## src/rtl/alu16_pkg.sv

```systemverilog
package alu16_pkg;

    typedef enum logic [3:0] {
        OP_MOVA = 4'h0,
        OP_ADD  = 4'h1,
        OP_ADC  = 4'h2,
        OP_SUB  = 4'h3,
        OP_SBC  = 4'h4,
        OP_INC  = 4'h5,
        OP_DEC  = 4'h6,
        OP_AND  = 4'h7,
        OP_OR   = 4'h8,
        OP_XOR  = 4'h9,
        OP_NOTA = 4'hA,
        OP_MOVB = 4'hB
    } alu_op_e;

    typedef struct packed {
        logic z;
        logic n;
        logic c;
        logic v;
    } alu_flags_t;

endpackage

```

## src/rtl/alu16_core.sv

```systemverilog
module alu16_core
    import alu16_pkg::*;
#(
    parameter int W = 16
) (
    input  logic [W-1:0] a,
    input  logic [W-1:0] b,
    input  logic [3:0]   op,
    input  logic         cin,
    output logic [W-1:0] res,
    output logic         cout,
    output logic         ovf
);
    localparam int XW = W + 1;

    logic [W-1:0]  second;
    logic          cin_eff;
    logic          arith;
    logic [W-1:0]  logic_res;
    logic [XW-1:0] wide;

    // Select the second addend and carry for arithmetic codes, or the
    // bitwise / move result for all others.
    always_comb begin
        second    = '0;
        cin_eff   = 1'b0;
        arith     = 1'b0;
        logic_res = '0;
        case (alu_op_e'(op))
            OP_ADD:  begin arith = 1'b1; second = b;         cin_eff = 1'b0; end
            OP_ADC:  begin arith = 1'b1; second = b;         cin_eff = cin;  end
            OP_SUB:  begin arith = 1'b1; second = ~b;        cin_eff = 1'b1; end
            OP_SBC:  begin arith = 1'b1; second = ~b;        cin_eff = cin;  end
            OP_INC:  begin arith = 1'b1; second = '0;        cin_eff = 1'b1; end
            OP_DEC:  begin arith = 1'b1; second = {W{1'b1}}; cin_eff = 1'b0; end
            OP_MOVA: logic_res = a;
            OP_MOVB: logic_res = b;
            OP_AND:  logic_res = a & b;
            OP_OR:   logic_res = a | b;
            OP_XOR:  logic_res = a ^ b;
            OP_NOTA: logic_res = ~a;
            default: logic_res = '0;
        endcase
    end

    // One adder over the zero-extended width; carry falls out of the top bit.
    assign wide = {1'b0, a} + {1'b0, second} + {{W{1'b0}}, cin_eff};

    assign res  = arith ? wide[W-1:0] : logic_res;
    assign cout = arith & wide[W];
    assign ovf  = arith & (a[W-1] == second[W-1]) & (wide[W-1] != a[W-1]);

endmodule

```

## src/rtl/alu16_status.sv

```systemverilog
module alu16_status #(
    parameter int W = 16
) (
    input  logic [W-1:0] res,
    output logic         zero,
    output logic         neg
);
    assign zero = (res == '0);
    assign neg  = res[W-1];
endmodule

```

## src/rtl/reg_alu16.sv

```systemverilog
module reg_alu16
    import alu16_pkg::*;
#(
    parameter int W  = 16,
    parameter int OPW = 4
) (
    input  logic           clk,
    input  logic           rst,
    input  logic [W-1:0]   a_in,
    input  logic [W-1:0]   b_in,
    input  logic [OPW-1:0] op_in,
    input  logic           carry_in,
    output logic [W-1:0]   result,
    output logic           flag_z,
    output logic           flag_n,
    output logic           flag_c,
    output logic           flag_v
);
    logic [W-1:0]   a_q;
    logic [W-1:0]   b_q;
    logic [OPW-1:0] op_q;
    logic           cin_q;

    logic [W-1:0]   core_res;
    logic           core_c;
    logic           core_v;
    logic           st_z;
    logic           st_n;

    alu_flags_t     flags_q;
    logic [W-1:0]   res_q;

    // Operand stage
    always_ff @(posedge clk) begin
        if (rst) begin
            a_q   <= '0;
            b_q   <= '0;
            op_q  <= '0;
            cin_q <= 1'b0;
        end else begin
            a_q   <= a_in;
            b_q   <= b_in;
            op_q  <= op_in;
            cin_q <= carry_in;
        end
    end

    alu16_core #(.W(W)) u_core (
        .a    (a_q),
        .b    (b_q),
        .op   (op_q),
        .cin  (cin_q),
        .res  (core_res),
        .cout (core_c),
        .ovf  (core_v)
    );

    alu16_status #(.W(W)) u_status (
        .res  (core_res),
        .zero (st_z),
        .neg  (st_n)
    );

    // Result stage
    always_ff @(posedge clk) begin
        if (rst) begin
            res_q   <= '0;
            flags_q <= '0;
        end else begin
            res_q   <= core_res;
            flags_q <= '{z: st_z, n: st_n, c: core_c, v: core_v};
        end
    end

    assign result = res_q;
    assign flag_z = flags_q.z;
    assign flag_n = flags_q.n;
    assign flag_c = flags_q.c;
    assign flag_v = flags_q.v;

endmodule

```

## config.mk

```make
export PLATFORM = sky130hd
export DESIGN_NAME = reg_alu16
export DESIGN_NICKNAME = d
export VERILOG_FILES = /design/src/rtl/alu16_pkg.sv /design/src/rtl/alu16_core.sv /design/src/rtl/alu16_status.sv /design/src/rtl/reg_alu16.sv
export SDC_FILE = /design/constraint.sdc
export NUM_CORES = 1
export LEC_CHECK = 0
export ABC_AREA = 1
export CAP_MARGIN = 25
export CELL_PAD_IN_SITES_DETAIL_PLACEMENT = 1
export CELL_PAD_IN_SITES_GLOBAL_PLACEMENT = 1
export CORE_ASPECT_RATIO = 1.2
export CORE_MARGIN = 4
export CORE_UTILIZATION = 48
export DETAILED_ROUTE_END_ITERATION = 7
export DONT_BUFFER_PORTS = 1
export PLACE_DENSITY = 0.93
export SYNTH_ARGS = -nofsm -noshare
export SYNTH_HDL_FRONTEND = slang
export SYNTH_SLANG_ARGS = --single-unit
```

## constraint.sdc

```tcl
create_clock -name clk -period 4.65 [get_ports clk]
set_input_delay 0.2325 -clock clk [delete_from_list [all_inputs] [get_ports clk]]
set_output_delay 0.2325 -clock clk [all_outputs]
set_load 0.03 [all_outputs]
```

==> impl_metrics.csv <==
group,metric,value,unit
synth,synth_cell_types,29,
layout,syn_to_final_growth,5.92,%
global_routing,track_usage,24.3,%
clock_tree,cts_tree,"done",
floorplan,coreArea,0.00824,sq mm
clock_tree,ctsHtreeMaxLevel,2,
synth,synthArstFlopShare,0,%
timing,finalCritPeriodShare,82.9,%
synth,synth_top_family_by_area,"simple AND/OR/NAND/NOR gates",
layout,final_nets,740,
synth,synthAdderAreaFrac,15.2,%
power_and_ir_drop,ir_worst_vdd,0.149,mV
floorplan,dieArea,0.0101,sq mm
synth,ys_warn_count,0,
critical_path,cp.arrival,4.11,ns
floorplan,die-height,110,microns
floorplan,io_pins,59,
synth,syn-num-nets,743,
synth,synth_edf_count,0,
clock_tree,cts.reportedPaths.clkPinSlew,0.10,ns
timing,rsz0062_at_grt,"false",
global_routing,grt_max_degree,51,
timing,skew,0.0114,ns
critical_path,worstPathMaxFanout,18,
critical_path,cp_slowest_cell,"nor2_1",
clock_tree,root_buffer,"clkbuf_8",
synth,ys_top_cells_by_area,"dfxtp_1 27%, nand2_1 15%, ha_1 14%",
power_and_ir_drop,p_leak,2.37,nW
route,vias,4093,
route,drc,0,
clock_tree,post-cts-setup-buffer-count,0,
route,route.antenna.remaining_nets,0,
run_status,outcome,"completed",
synth,synthTopCellsByCount,"160 x nand2_1, 122 x inv_1, 82 x nor2_1",
route,wire_per_inst,15.6,microns
route,routed_wl,11900,microns
placement,place.gp.congestion,0.920,
timing,timing.final.hold_violations,0,
layout,final_core_utilization,53.0,%
route,wl_met3,510,microns
critical_path,worstSetupPathType,"reg2reg",
global_routing,grt_pass1_wl,19600,microns
route,drt_iter0_markers,164,
clock_tree,insertion_delay,0.32,ns
critical_path,crit_path_frequent_cell,"nand2_1",
hold_path,hp-class,"in2reg",
synth,syn_inst,655,
synth,synth_xor_area_share,0.850,%
run,maxCapViolCount,0,
floorplan,dieWidth,92.6,microns
synth,synthesis.area,0.00412,sq mm
critical_path,rrSetupSlack,0.79,ns
synth,synthFlopType,"dfxtp_1",
timing,slew_headroom,37.1,%
critical_path,cp_cell_sequence,"nor2_1, nand2_1, nand2_2, o22ai_1, fa_1, fa_1, inv_1, nand2_1, nand2_1, nand3_1, nand2_1, nand2_1, nand3_1, nand2_1, nor2_1, nand2_1, nor2_1, nand3_1, nor2_1",
power_and_ir_drop,power_per_cell_area,268,mW/mm^2
synth,synthDominantCellAreaShare,27.2,%
critical_path,critPathLaunchType,"register",
layout,drive_gt1_share,3.22,%
placement,portBuffers,0,
layout,fillers,1159,
route,viasPerCell,5.34,
timing,min_period,3.86,ns
synth,synth-simple-area-share,31.8,%
critical_path,cp_slowest_stage_delay,0.70,ns
route,wl_met1,5490,microns
synth,avgSynthCellArea,6.30,sq um
clock_tree,cts_made_buffers,5,
critical_path,cp-end-kind,"register",
synth,synth_mux_area_share,0,%
global_routing,grt_pass1_vias,4207,
route,wl_met2,5810,microns
timing,drv_slew,0,
synth,synth_compound_gate_area_share,11.9,%
timing,timing.fmax,0.259,GHz
timing,setup_viol,0,
global_routing,grt_antenna_before_repair,0,
placement,dpl.hpwl,9460,microns
synth,ys_ff_latch,56,
critical_path,cp.required,4.90,ns
synth,yosys.area.top_type,"dfxtp_1",
layout,num_antenna_cells,0,
route,drt_first_pass_iters,5,
synth,synth_most_common_cell,"nand2_1",
synth,ys_seq_area_share,27.2,%
timing,setup_tns,0,ns
clock_tree,clk_path_buf_depth,2,
global_routing,gr-total-overflow,0,
route,top_layer_used,"met4",
timing,worst_pin_slew,0.940,ns
floorplan,rows,36,
clock_tree,cts_sinks,56,
floorplan,start_util,50.0,%
==> layer usage <==
metal	up-vias	GRT usage, %
li1	2029	-
met1	1938	31.0
met2	113	43.5
met3	13	2.94
met4	0	6.49
met5	-	0
==> final cells by class <==
type	instances	area (sq um)	area share (%)
repair buffers	6	70.1	1.60
multi-input cells	460	2460	56.4
clock buffers	6	72.6	1.66
well taps	114	143	3.27
inverters	123	462	10.6
flip-flops and latches	56	1120	25.7
clock inverters	2	35.0	0.802
==> timing repair <==
item,4_1_cts,5_1_grt
gates resized for setup,0,0
hold endpoints to repair,50,0
hold buffers,3,0
setup endpoints to repair,0,0
==> kinds of logic (layout without fill, tap and decap cells) <==
logic type	after synthesis	after routing
adders and majority gates	49	49
buffers and inverters	139	137
xor gates and xnor gates	4	4
DFF	56	56
and+or+nand+nor	313	313
AOI/OAI and AO/OA	94	94
==> state kept, by name, indices dropped and copies added (netlist names) <==
| register | cells |
|---|---|
| flag_v | 1 |
| flag_c | 1 |
| result | 15 |
| flag_z | 1 |
| cin_q | 1 |
| a_q | 16 |
| flag_n | 1 |
| b_q | 16 |
| op_q | 4 |
==> cell usage in the layout, fill, tap and decap left out, drive strengths merged, types with 2 or more instances in the layout <==
cell type	n
a21oi	42
buf	4
clkbuf	6
dfxtp	56
dlygate4sd3	2
fa	2
ha	47
inv	123
nand2	164
nand3	37
nand3b	11
nor2	85
nor3	12
o21ai	39
o22ai	10
or2	2
xnor2	2
xor2	2
==> worst max-delay path: cells and delay by family (launching register included) <==
family          cells  cell delay [ns]
flops               1             0.36
fa+ha+maj           2             0.87
buf+inv             1             0.07
simple gates       15             2.32
compound gates      1             0.18
==> stage by stage <==
step                std cells  setup slack [ns]  power [mW]  hold WS (ns)  cell area (sq um)
CTS                       767             0.836        1.18       0.00137               4370
global placement          754              1.07       0.829         0.311               4200
floorplan                 655              1.55       0.781         0.339               4120
finish                    767             0.795        1.17       0.00644               4370
global route              767             0.418        1.24     0.0000310               4370
detailed placement        756             0.866       0.849         0.309               4220
==> worst paths after layout <==
path                            cells after the start    start         to
worst min register to register                      3   a_q[0]  result[0]
worst max register to register                     19  op_q[0]     flag_z
worst max-delay path                               19  op_q[0]     flag_z
worst min-delay path                                2  a_in[4]     a_q[4]
==> where the power goes <==
group,switching [mW],internal (mW)
clock,0.158,0.160
combinational,0.187,0.0963
sequential,0.0564,0.512
total,0.402,0.768
(Power assumes the default switching activity.)
